===== src/rtl/hilo_pkg.sv =====
package hilo_pkg;

  // Class 0 function codes
  localparam logic [5:0] FN_RD_HI  = 6'h10;
  localparam logic [5:0] FN_WR_HI  = 6'h11;
  localparam logic [5:0] FN_RD_LO  = 6'h12;
  localparam logic [5:0] FN_WR_LO  = 6'h13;
  localparam logic [5:0] FN_MUL_S  = 6'h18;
  localparam logic [5:0] FN_MUL_U  = 6'h19;
  localparam logic [5:0] FN_DIV_S  = 6'h1A;
  localparam logic [5:0] FN_DIV_U  = 6'h1B;

  // Class 1 function codes
  localparam logic [5:0] FN_ACC_S  = 6'h00;
  localparam logic [5:0] FN_ACC_U  = 6'h01;
  localparam logic [5:0] FN_MUL3   = 6'h02;
  localparam logic [5:0] FN_DEC_S  = 6'h04;
  localparam logic [5:0] FN_DEC_U  = 6'h05;

  typedef struct packed {
    logic prodWr;    // write product or accumulation to HI:LO
    logic accAdd;    // add product to HI:LO
    logic accSub;    // subtract product from HI:LO
    logic signedOp;  // treat operands as signed
    logic hiWr;      // opA -> HI
    logic loWr;      // opA -> LO
    logic readHi;    // HI -> result
    logic readLo;    // LO -> result
    logic readMul;   // low product word -> result
    logic divStart;  // load divider
    logic divStep;   // one restoring iteration
    logic divDone;   // final iteration, write HI/LO
  } hilo_strobe_t;

endpackage


===== src/rtl/hilo_ctrl.sv =====
module hilo_ctrl
  import hilo_pkg::*;
#(
  parameter int unsigned DIV_STEPS = 32
) (
  input  logic         clk,
  input  logic         rstN,
  input  logic         start,
  input  logic         opClass,
  input  logic [5:0]   opFunc,
  output logic         busy,
  output hilo_strobe_t strobe
);

  localparam int unsigned CNT_W = $clog2(DIV_STEPS + 1);

  logic [CNT_W-1:0] stepCnt;
  logic             busyQ;
  logic             accept;

  assign accept = start & ~busyQ;
  assign busy   = busyQ;

  always_comb begin
    strobe = '0;
    if (accept) begin
      if (!opClass) begin
        unique case (opFunc)
          FN_RD_HI: strobe.readHi = 1'b1;
          FN_RD_LO: strobe.readLo = 1'b1;
          FN_WR_HI: strobe.hiWr   = 1'b1;
          FN_WR_LO: strobe.loWr   = 1'b1;
          FN_MUL_S: begin strobe.prodWr = 1'b1; strobe.signedOp = 1'b1; end
          FN_MUL_U: strobe.prodWr = 1'b1;
          FN_DIV_S: begin strobe.divStart = 1'b1; strobe.signedOp = 1'b1; end
          FN_DIV_U: strobe.divStart = 1'b1;
          default: ;
        endcase
      end else begin
        unique case (opFunc)
          FN_ACC_S: begin strobe.prodWr = 1'b1; strobe.accAdd = 1'b1; strobe.signedOp = 1'b1; end
          FN_ACC_U: begin strobe.prodWr = 1'b1; strobe.accAdd = 1'b1; end
          FN_DEC_S: begin strobe.prodWr = 1'b1; strobe.accSub = 1'b1; strobe.signedOp = 1'b1; end
          FN_DEC_U: begin strobe.prodWr = 1'b1; strobe.accSub = 1'b1; end
          FN_MUL3:  begin strobe.readMul = 1'b1; strobe.signedOp = 1'b1; end
          default: ;
        endcase
      end
    end
    strobe.divStep = busyQ;
    strobe.divDone = busyQ && (stepCnt == CNT_W'(1));
  end

  always_ff @(posedge clk) begin
    if (!rstN) begin
      busyQ   <= 1'b0;
      stepCnt <= '0;
    end else if (strobe.divStart) begin
      busyQ   <= 1'b1;
      stepCnt <= CNT_W'(DIV_STEPS);
    end else if (busyQ) begin
      stepCnt <= stepCnt - CNT_W'(1);
      if (stepCnt == CNT_W'(1)) busyQ <= 1'b0;
    end
  end

endmodule


===== src/rtl/hilo_datapath.sv =====
module hilo_datapath
  import hilo_pkg::*;
#(
  parameter int unsigned DATA_W = 32
) (
  input  logic              clk,
  input  logic              rstN,
  input  hilo_strobe_t      strobe,
  input  logic [DATA_W-1:0] opA,
  input  logic [DATA_W-1:0] opB,
  output logic [DATA_W-1:0] result
);

  localparam int unsigned EXT_W  = DATA_W + 1;
  localparam int unsigned PROD_W = 2 * DATA_W;
  localparam int unsigned MSB    = DATA_W - 1;

  logic [DATA_W-1:0] hiQ, loQ, resQ;

  // Multiplier, with sign extension selected per operation
  logic signed [EXT_W-1:0]   aExt, bExt;
  logic signed [2*EXT_W-1:0] prodFull;
  logic [PROD_W-1:0]         prod, hiLo, accum;

  assign aExt     = {strobe.signedOp & opA[MSB], opA};
  assign bExt     = {strobe.signedOp & opB[MSB], opB};
  assign prodFull = aExt * bExt;
  assign prod     = prodFull[PROD_W-1:0];
  assign hiLo     = {hiQ, loQ};
  assign accum    = strobe.accSub ? (hiLo - prod) : (hiLo + prod);

  // Restoring divider on magnitudes
  logic [DATA_W-1:0] quotQ, remQ, divisorQ;
  logic              negQuotQ, negRemQ, zeroDivQ;
  logic [EXT_W-1:0]  shifted, trial;
  logic              fits;
  logic [DATA_W-1:0] quotNext, remNext, loFinal, hiFinal;
  logic [DATA_W-1:0] magA, magB;
  logic              negA, negB;

  assign negA     = strobe.signedOp & opA[MSB];
  assign negB     = strobe.signedOp & opB[MSB];
  assign magA     = negA ? (~opA + DATA_W'(1)) : opA;
  assign magB     = negB ? (~opB + DATA_W'(1)) : opB;

  assign shifted  = {remQ, quotQ[MSB]};
  assign trial    = shifted - {1'b0, divisorQ};
  assign fits     = ~trial[EXT_W-1];
  assign remNext  = fits ? trial[DATA_W-1:0] : shifted[DATA_W-1:0];
  assign quotNext = {quotQ[DATA_W-2:0], fits};
  assign loFinal  = zeroDivQ ? '1 : (negQuotQ ? (~quotNext + DATA_W'(1)) : quotNext);
  assign hiFinal  = negRemQ ? (~remNext + DATA_W'(1)) : remNext;

  always_ff @(posedge clk) begin
    if (!rstN) begin
      quotQ    <= '0;
      remQ     <= '0;
      divisorQ <= '0;
      negQuotQ <= 1'b0;
      negRemQ  <= 1'b0;
      zeroDivQ <= 1'b0;
    end else if (strobe.divStart) begin
      quotQ    <= magA;
      remQ     <= '0;
      divisorQ <= magB;
      negQuotQ <= negA ^ negB;
      negRemQ  <= negA;
      zeroDivQ <= (opB == '0);
    end else if (strobe.divStep) begin
      quotQ <= quotNext;
      remQ  <= remNext;
    end
  end

  // HI/LO pair
  always_ff @(posedge clk) begin
    if (!rstN) begin
      hiQ <= '0;
      loQ <= '0;
    end else if (strobe.divDone) begin
      hiQ <= hiFinal;
      loQ <= loFinal;
    end else if (strobe.prodWr) begin
      {hiQ, loQ} <= (strobe.accAdd | strobe.accSub) ? accum : prod;
    end else begin
      if (strobe.hiWr) hiQ <= opA;
      if (strobe.loWr) loQ <= opA;
    end
  end

  // Read-back register
  always_ff @(posedge clk) begin
    if (!rstN)               resQ <= '0;
    else if (strobe.readHi)  resQ <= hiQ;
    else if (strobe.readLo)  resQ <= loQ;
    else if (strobe.readMul) resQ <= prod[DATA_W-1:0];
  end

  assign result = resQ;

endmodule


===== src/rtl/hilo_muldiv_unit.sv =====
module hilo_muldiv_unit
  import hilo_pkg::*;
#(
  parameter int unsigned DATA_W = 32
) (
  input  logic              clk,
  input  logic              rstN,
  input  logic              start,
  input  logic              opClass,
  input  logic [5:0]        opFunc,
  input  logic [DATA_W-1:0] opA,
  input  logic [DATA_W-1:0] opB,
  output logic              busy,
  output logic [DATA_W-1:0] result
);

  localparam int unsigned DIV_STEPS = DATA_W;

  hilo_strobe_t strobe;

  hilo_ctrl #(.DIV_STEPS(DIV_STEPS)) i_ctrl (
    .clk     (clk),
    .rstN    (rstN),
    .start   (start),
    .opClass (opClass),
    .opFunc  (opFunc),
    .busy    (busy),
    .strobe  (strobe)
  );

  hilo_datapath #(.DATA_W(DATA_W)) i_dp (
    .clk    (clk),
    .rstN   (rstN),
    .strobe (strobe),
    .opA    (opA),
    .opB    (opB),
    .result (result)
  );

endmodule


===== config.mk =====
export PLATFORM = sky130hd
export DESIGN_NAME = hilo_muldiv_unit
export DESIGN_NICKNAME = d
export VERILOG_FILES = /design/src/rtl/hilo_pkg.sv /design/src/rtl/hilo_ctrl.sv /design/src/rtl/hilo_datapath.sv /design/src/rtl/hilo_muldiv_unit.sv
export SDC_FILE = /design/constraint.sdc
export NUM_CORES = 2
export LEC_CHECK = 0
export BUFFER_PORTS_ARGS = -buffer_cell sky130_fd_sc_hd__buf_4
export CAP_MARGIN = 25
export CORE_AREA = 3 3 337 339
export CTS_BUF_LIST = sky130_fd_sc_hd__clkbuf_8
export CTS_CLUSTER_DIAMETER = 60
export DETAILED_ROUTE_END_ITERATION = 6
export DIE_AREA = 0 0 340 342
export GPL_TIMING_DRIVEN = 0
export PLACE_DENSITY = 0.65
export SLEW_MARGIN = 0
export SYNTH_ARGS = -nofsm -noshare
export SYNTH_HDL_FRONTEND = slang
export SYNTH_SLANG_ARGS = --single-unit

===== constraint.sdc =====
create_clock -name clk -period 19.2 [get_ports clk]
set_input_delay 3.84 -clock clk [delete_from_list [all_inputs] [get_ports clk]]
set_output_delay 3.84 -clock clk [all_outputs]
set_load 0.02 [all_outputs]

After elaboration in Yosys (flattened, before gate mapping). Index checks and enable logic that the tools add are counted.

Register bits after elaboration: 202. Latch bits: 0. Bits in writable memories: 0. ROM bits: 0. Bits of input ports: 74. Output and inout port bits: 33. Word-level logic and storage cells: 104. Memories: 0.

Add/sub/neg operators: 8. $mul: 1. Div/mod/pow operators: 0. Magnitude comparators: 0. Equality and inequality tests: 13. Shift-type cells: 0. Mux-type cells: 43. Bitwise gates (word level): 12. Reduce and logical (&&, ||, !) cells: 15.

Operators with widths (number): $mux 32 (17); $add 32x1->32 const B (4); $mux 64 (2); $not 32->32 (4); $add 64x64->64 (1); $mul 33x33->64 (1); $sub 64x64->64 (1); $eq 6x5->1 const B (8); $sub 33x32->33 (1); $logic_not 32->1 (1); $mux 1 (19); $eq 6x1->1 const B (2); $eq 6x3->1 const B (2); $mux 6 (2); $reduce_or 2->1 (6); $mux 10 (1); $reduce_bool 3->1 (3); $eq 6x2->1 const B (1); $logic_not 6->1 (1); $sub 6x1->6 const B (1); $mux 4 (1); $reduce_or 4->1 (1); $and 1x1->1 (3); $not 1->1 (3); 6 further kinds (6).

Longest topological paths before layout.
Depth in word-level cells: 12. Mapped depth: 51. Mapped depth without buffers: 47.

Modules after synthesis. Synthesis repeated with hierarchy kept, for this count alone.

Cell total of the unflattened synthesis: 7116. Area, all modules: 58757.6 µm².

Modules (own cells, without submodules): hilo_datapath (times used 1, cells each 7052, area each 58214.6 µm², seq. area each 3903.7 µm²); hilo_ctrl (times used 1, cells each 64, area each 543.0 µm², seq. area each 140.1 µm²).

Least setup slack after synthesis. No wires, ideal clock.

Path type: input -> register. Start point: input port opFunc[3]. End point: register i_dp.hiQ[31]. Library setup time: 137 ps. Arrival: 15352 ps. Required time: 19063 ps. Path slack: 3710 ps. Stages: 43. Buffers on the path: 3. Path through: nor3b_1 > a21oi_1 > nor3_1 > and2_1 > clkbuf_1 > buf_1 > nand2_1 > inv_1 > fa_1 > fa_1 > fa_1 > inv_1 > fa_1 > fa_1 > fa_1 > fa_1 > fa_1 > inv_1 > (+7 left out) > nand3b_1 > nor4_4 > nand2_2 > o21ai_0 > xnor2_1 > ha_1 > a21o_1 > a21oi_1 > o211ai_1 > a211oi_1 > nand3_1 > a221oi_1 > o21bai_1 > a221oi_1 > a21oi_1 > xnor2_1 > xnor2_1 > a22oi_1.

Cells in the longest elaborated chain, start to end: 12. Elaborated cells on any way between the ends: 38. Classes of those cells: 2 x add/sub; 1 x mul; 8 x eq/ne; 16 x mux; 3 x bitwise; 8 x reduce/logical.

Ends and longest elaborated chain: start: declaration (RTL line hilo_muldiv_unit.sv:10) `input logic [5:0] opFunc,`; $eq 6x3->1, or another cell as far along (RTL line hilo_ctrl.sv:40) `unique case (opFunc)`; $reduce_or 3->1 (no source line) / $reduce_or 2->1 (equally long branches); $mux 1, on equally long branches (RTL line hilo_ctrl.sv:40, hilo_ctrl.sv:28); $mux 1 (RTL line hilo_ctrl.sv:27) `if (!opClass) begin`; $mux 10 (*) (RTL line hilo_ctrl.sv:26) `if (accept) begin`; $and 1x1->1, on equally long branches (RTL line hilo_datapath.sv:25, hilo_datapath.sv:26); $mul 33x33->64 (RTL line hilo_datapath.sv:27) `assign prodFull = aExt * bExt;`; $add 64x64->64 / $sub 64x64->64 (equally long branches) (RTL line hilo_datapath.sv:30) `assign accum = strobe.accSub ? (hiLo - prod) : (hiLo + prod);`; $mux 64 (RTL line hilo_datapath.sv:30); $mux 64 (RTL line hilo_datapath.sv:84) `{hiQ, loQ} <= (strobe.accAdd | strobe.accSub) ? accum : prod;`; $mux 32 (RTL line hilo_datapath.sv:83) `end else if (strobe.prodWr) begin`; $mux 32 (RTL line hilo_datapath.sv:80) `end else if (strobe.divDone) begin`; end signal: assignment (RTL line hilo_datapath.sv:81) `hiQ <= hiFinal;`; end signal: assignment (RTL line hilo_datapath.sv:84); end signal: assignment (RTL line hilo_datapath.sv:86) `if (strobe.hiWr) hiQ <= opA;`; end: declaration (RTL line hilo_datapath.sv:18) `logic [DATA_W-1:0] hiQ, loQ, resQ;`.

Mark *: on every way between the ends. The rest lies on a longest branch, timed or not. A chain may end at the register's enable or synchronous reset.

Worst setup path after layout. Ends and elaborated chain as after synthesis.

==> out/qor.yml <==
status: "completed"
ys_types: 101
cts_max_level: 2
start_kind: "primary input"
critical_path.top_delay_family: "adder cells"
initial_utilization_pct: 52.1
relSlewSlack_pct: 11.4
worstMarginPinSlew_ps: 1330
synth_cells: 6966
stdcell_count: 8678
final_common_cell: "inv_1"
fin_crit_sh_pct: 96.7
grt_max_degree: 25
layout_common_cells: "inv_1 (1155), fa_1 (1126), nand2_1 (1070)"
grt_pass1_wl_um: 384000
grt_pass1_vias: 53910
grt_remaining_overflow: 0
cts_resized: 0
vias: 54389
cts_max_path_buffers: 3
min_from: "i_dp.divisorQ[31]"
hold_slack_ps: 458
cts_tree: "yes"
drc: 0
wl_met3_um: 41100
ios: 107
cp_common_cell: "fa_1"
ys_warn_count: 0
synth-seq-area-share_pct: 7.02
crit_slowest_cell: "a2111oi_1"
cp.arrival_ps: 19010
insertion_delay_ps: 610
die-width_um: 340
skew_ps: 38.8
gp_congestion: 1.05
final_layout_size_suffix_gt1_share_pct: 3.81
synthTopCellsByArea: "fa_1 (39%), inv_1 (7.5%), dfxtp_1 (7.0%), nand2_1 (7.0%), ha_1 (6.8%)"
cts_setup_buffers: 0
routed_wl_um: 268000
crit_fanout: 10
timing.fmax_ghz: 0.0538
drtIter0Drc: 7211
crit_type: "in2reg"
antenna_found_initial: 41
nets: 8657
dr.max_layer_used: "met5"
path_clk_slew_ps: 70
maxCapViolCount: 0
hold_viol: 0
critPathBufInv: 9
first_pass_iters: 7
fp-row-count: 122
final.min_clock_period_ps: 18570
synth_top_flop_cell: "dfxtp_1"
hold_class: "reg2reg"
core_area_sq_um: 111000
drt-met1-wl_um: 105000
worstSetupStartpoint: "opFunc[3]"
cts.sinks: 202
rsz0062_at_grt: "false"
yosysTopAreaCell: "fa_1"
ant_nets: 0
synth_area_sq_um: 57600
dp_hpwl_um: 224000
synth_edf_count: 0
synth_seq_cells: 202
root_buffer: "clkbuf_8"
via_per_inst: 6.27
avgSynthCellArea_sq_um: 8.27
wl_met2_um: 107000
die-area_sq_um: 116000
area_growth_pct: 7.28
grt_util_all_layers_pct: 46.1
cp-end-kind: "register"
synth_fp_nets: 8481
fill_cells: 10658
numCtsBuffers: 37
crit_required_ps: 19640
dp.cells: 8573
timing.rr.start: "i_ctrl.busy"
finalSetupViolCount: 0
die_h_um: 342
critPathMaxStageDelay_ps: 700
synth_top_area_share_pct: 39.1
r2r_setup_slack_ps: 2940
slew_violations: 0
io_buffers: 65
wl_per_cell_um: 30.9
async_flop_share_pct: 0
postCtsHoldBufs: 0
sequential cells by signal, indices dropped and copies added (netlist names):
signal / cells
i_dp.negQuotQ: 1
i_dp.result: 32
i_dp.remQ: 32
i_dp.hiQ: 32
i_dp.zeroDivQ: 1
i_ctrl.stepCnt: 6
i_dp.divisorQ: 32
i_ctrl.busy: 1
i_dp.quotQ: 32
i_dp.negRemQ: 1
i_dp.loQ: 32
synth_stat cells, types with 26 or more instances:
| library cell | number |
|---|---|
| xnor2_1 | 194 |
| nor2_1 | 364 |
| mux2i_1 | 58 |
| nand4_1 | 37 |
| xor2_1 | 136 |
| o21a_1 | 35 |
| a21o_1 | 63 |
| buf_1 | 62 |
| a31oi_1 | 42 |
| nand2b_1 | 45 |
| nor3_1 | 78 |
| a21oi_1 | 348 |
| inv_1 | 1150 |
| o21ai_0 | 235 |
| fa_1 | 1127 |
| nand2_1 | 1070 |
| a211oi_1 | 120 |
| o211ai_1 | 31 |
| o31ai_1 | 43 |
| dfxtp_1 | 202 |
| ha_1 | 314 |
| nor2b_1 | 27 |
| or3_1 | 26 |
| clkbuf_1 | 374 |
| nand3_1 | 63 |
| a221oi_1 | 28 |
| and2_1 | 306 |
| and3_1 | 51 |
final timing paths:
check / end / cells past startpoint
hold reg to reg: i_dp.divisorQ[31] / 2
setup reg to reg: i_dp.hiQ[31] / 46
hold / removal: i_dp.divisorQ[31] / 2
setup / recovery: i_dp.hiQ[31] / 46
worst reg2reg max path, delay by kind of cell (launching register included):
family / cells / cell delay [ps]
AO/OA/AOI/OAI: 11 / 3710
XOR/XNOR: 4 / 770
adder cells (fa/ha/maj): 10 / 5020
buffers and inverters: 10 / 3620
flip-flops: 1 / 410
AND/OR/NAND/NOR: 11 / 2560
metrics by stage:
step                      cell area [sq um]  setup WS [ps]  util, %  setup TNS, ps
after detailed placement              60700           64.6     54.8              0
after global routing                  61800            261     55.8              0
after CTS                             61500            617     55.6              0
final                                 61800            629     55.9              0
after global placement                60000          -2070     54.2         -15210
after floorplan                       57600           3710        -              0
layer usage:
metal | vias up | global-route usage [%]
met5 | - | 0
met3 | 742 | 17.9
li1 | 22409 | -
met1 | 27295 | 62.9
met2 | 3921 | 64.5
met4 | 22 | 20.9
logic make-up (layout without fill, tap and decap cells):
logic type | after synthesis | in the layout | synth area share (%)
fa+ha+maj | 1441 | 1441 | 46.0
compound gates | 1146 | 1146 | 12.9
simple gates | 2178 | 2178 | 17.5
xor+xnor | 332 | 332 | 5.07
flops | 202 | 202 | 7.02
other cells | 0 | 23 | 0
mux | 60 | 60 | 1.05
buf+inv | 1607 | 1808 | 10.5
area by class of cell:
cell class                 instances  area [sq um]  area share (%)
timing repair buffer             137          1440            2.32
inverter                        1155          4340            7.01
antenna                           23          57.6          0.0931
sequential                       202          4040            6.54
clock buffer                      45           619            1.00
multi-input combinational       5157         47500            76.9
tap                             1488          1860            3.01
buffer                           452          1730            2.80
clock inverter                    19           205           0.332
Power is not shown: default switching activity piles up to over one toggle a cycle in this logic, so the estimate is an artifact.
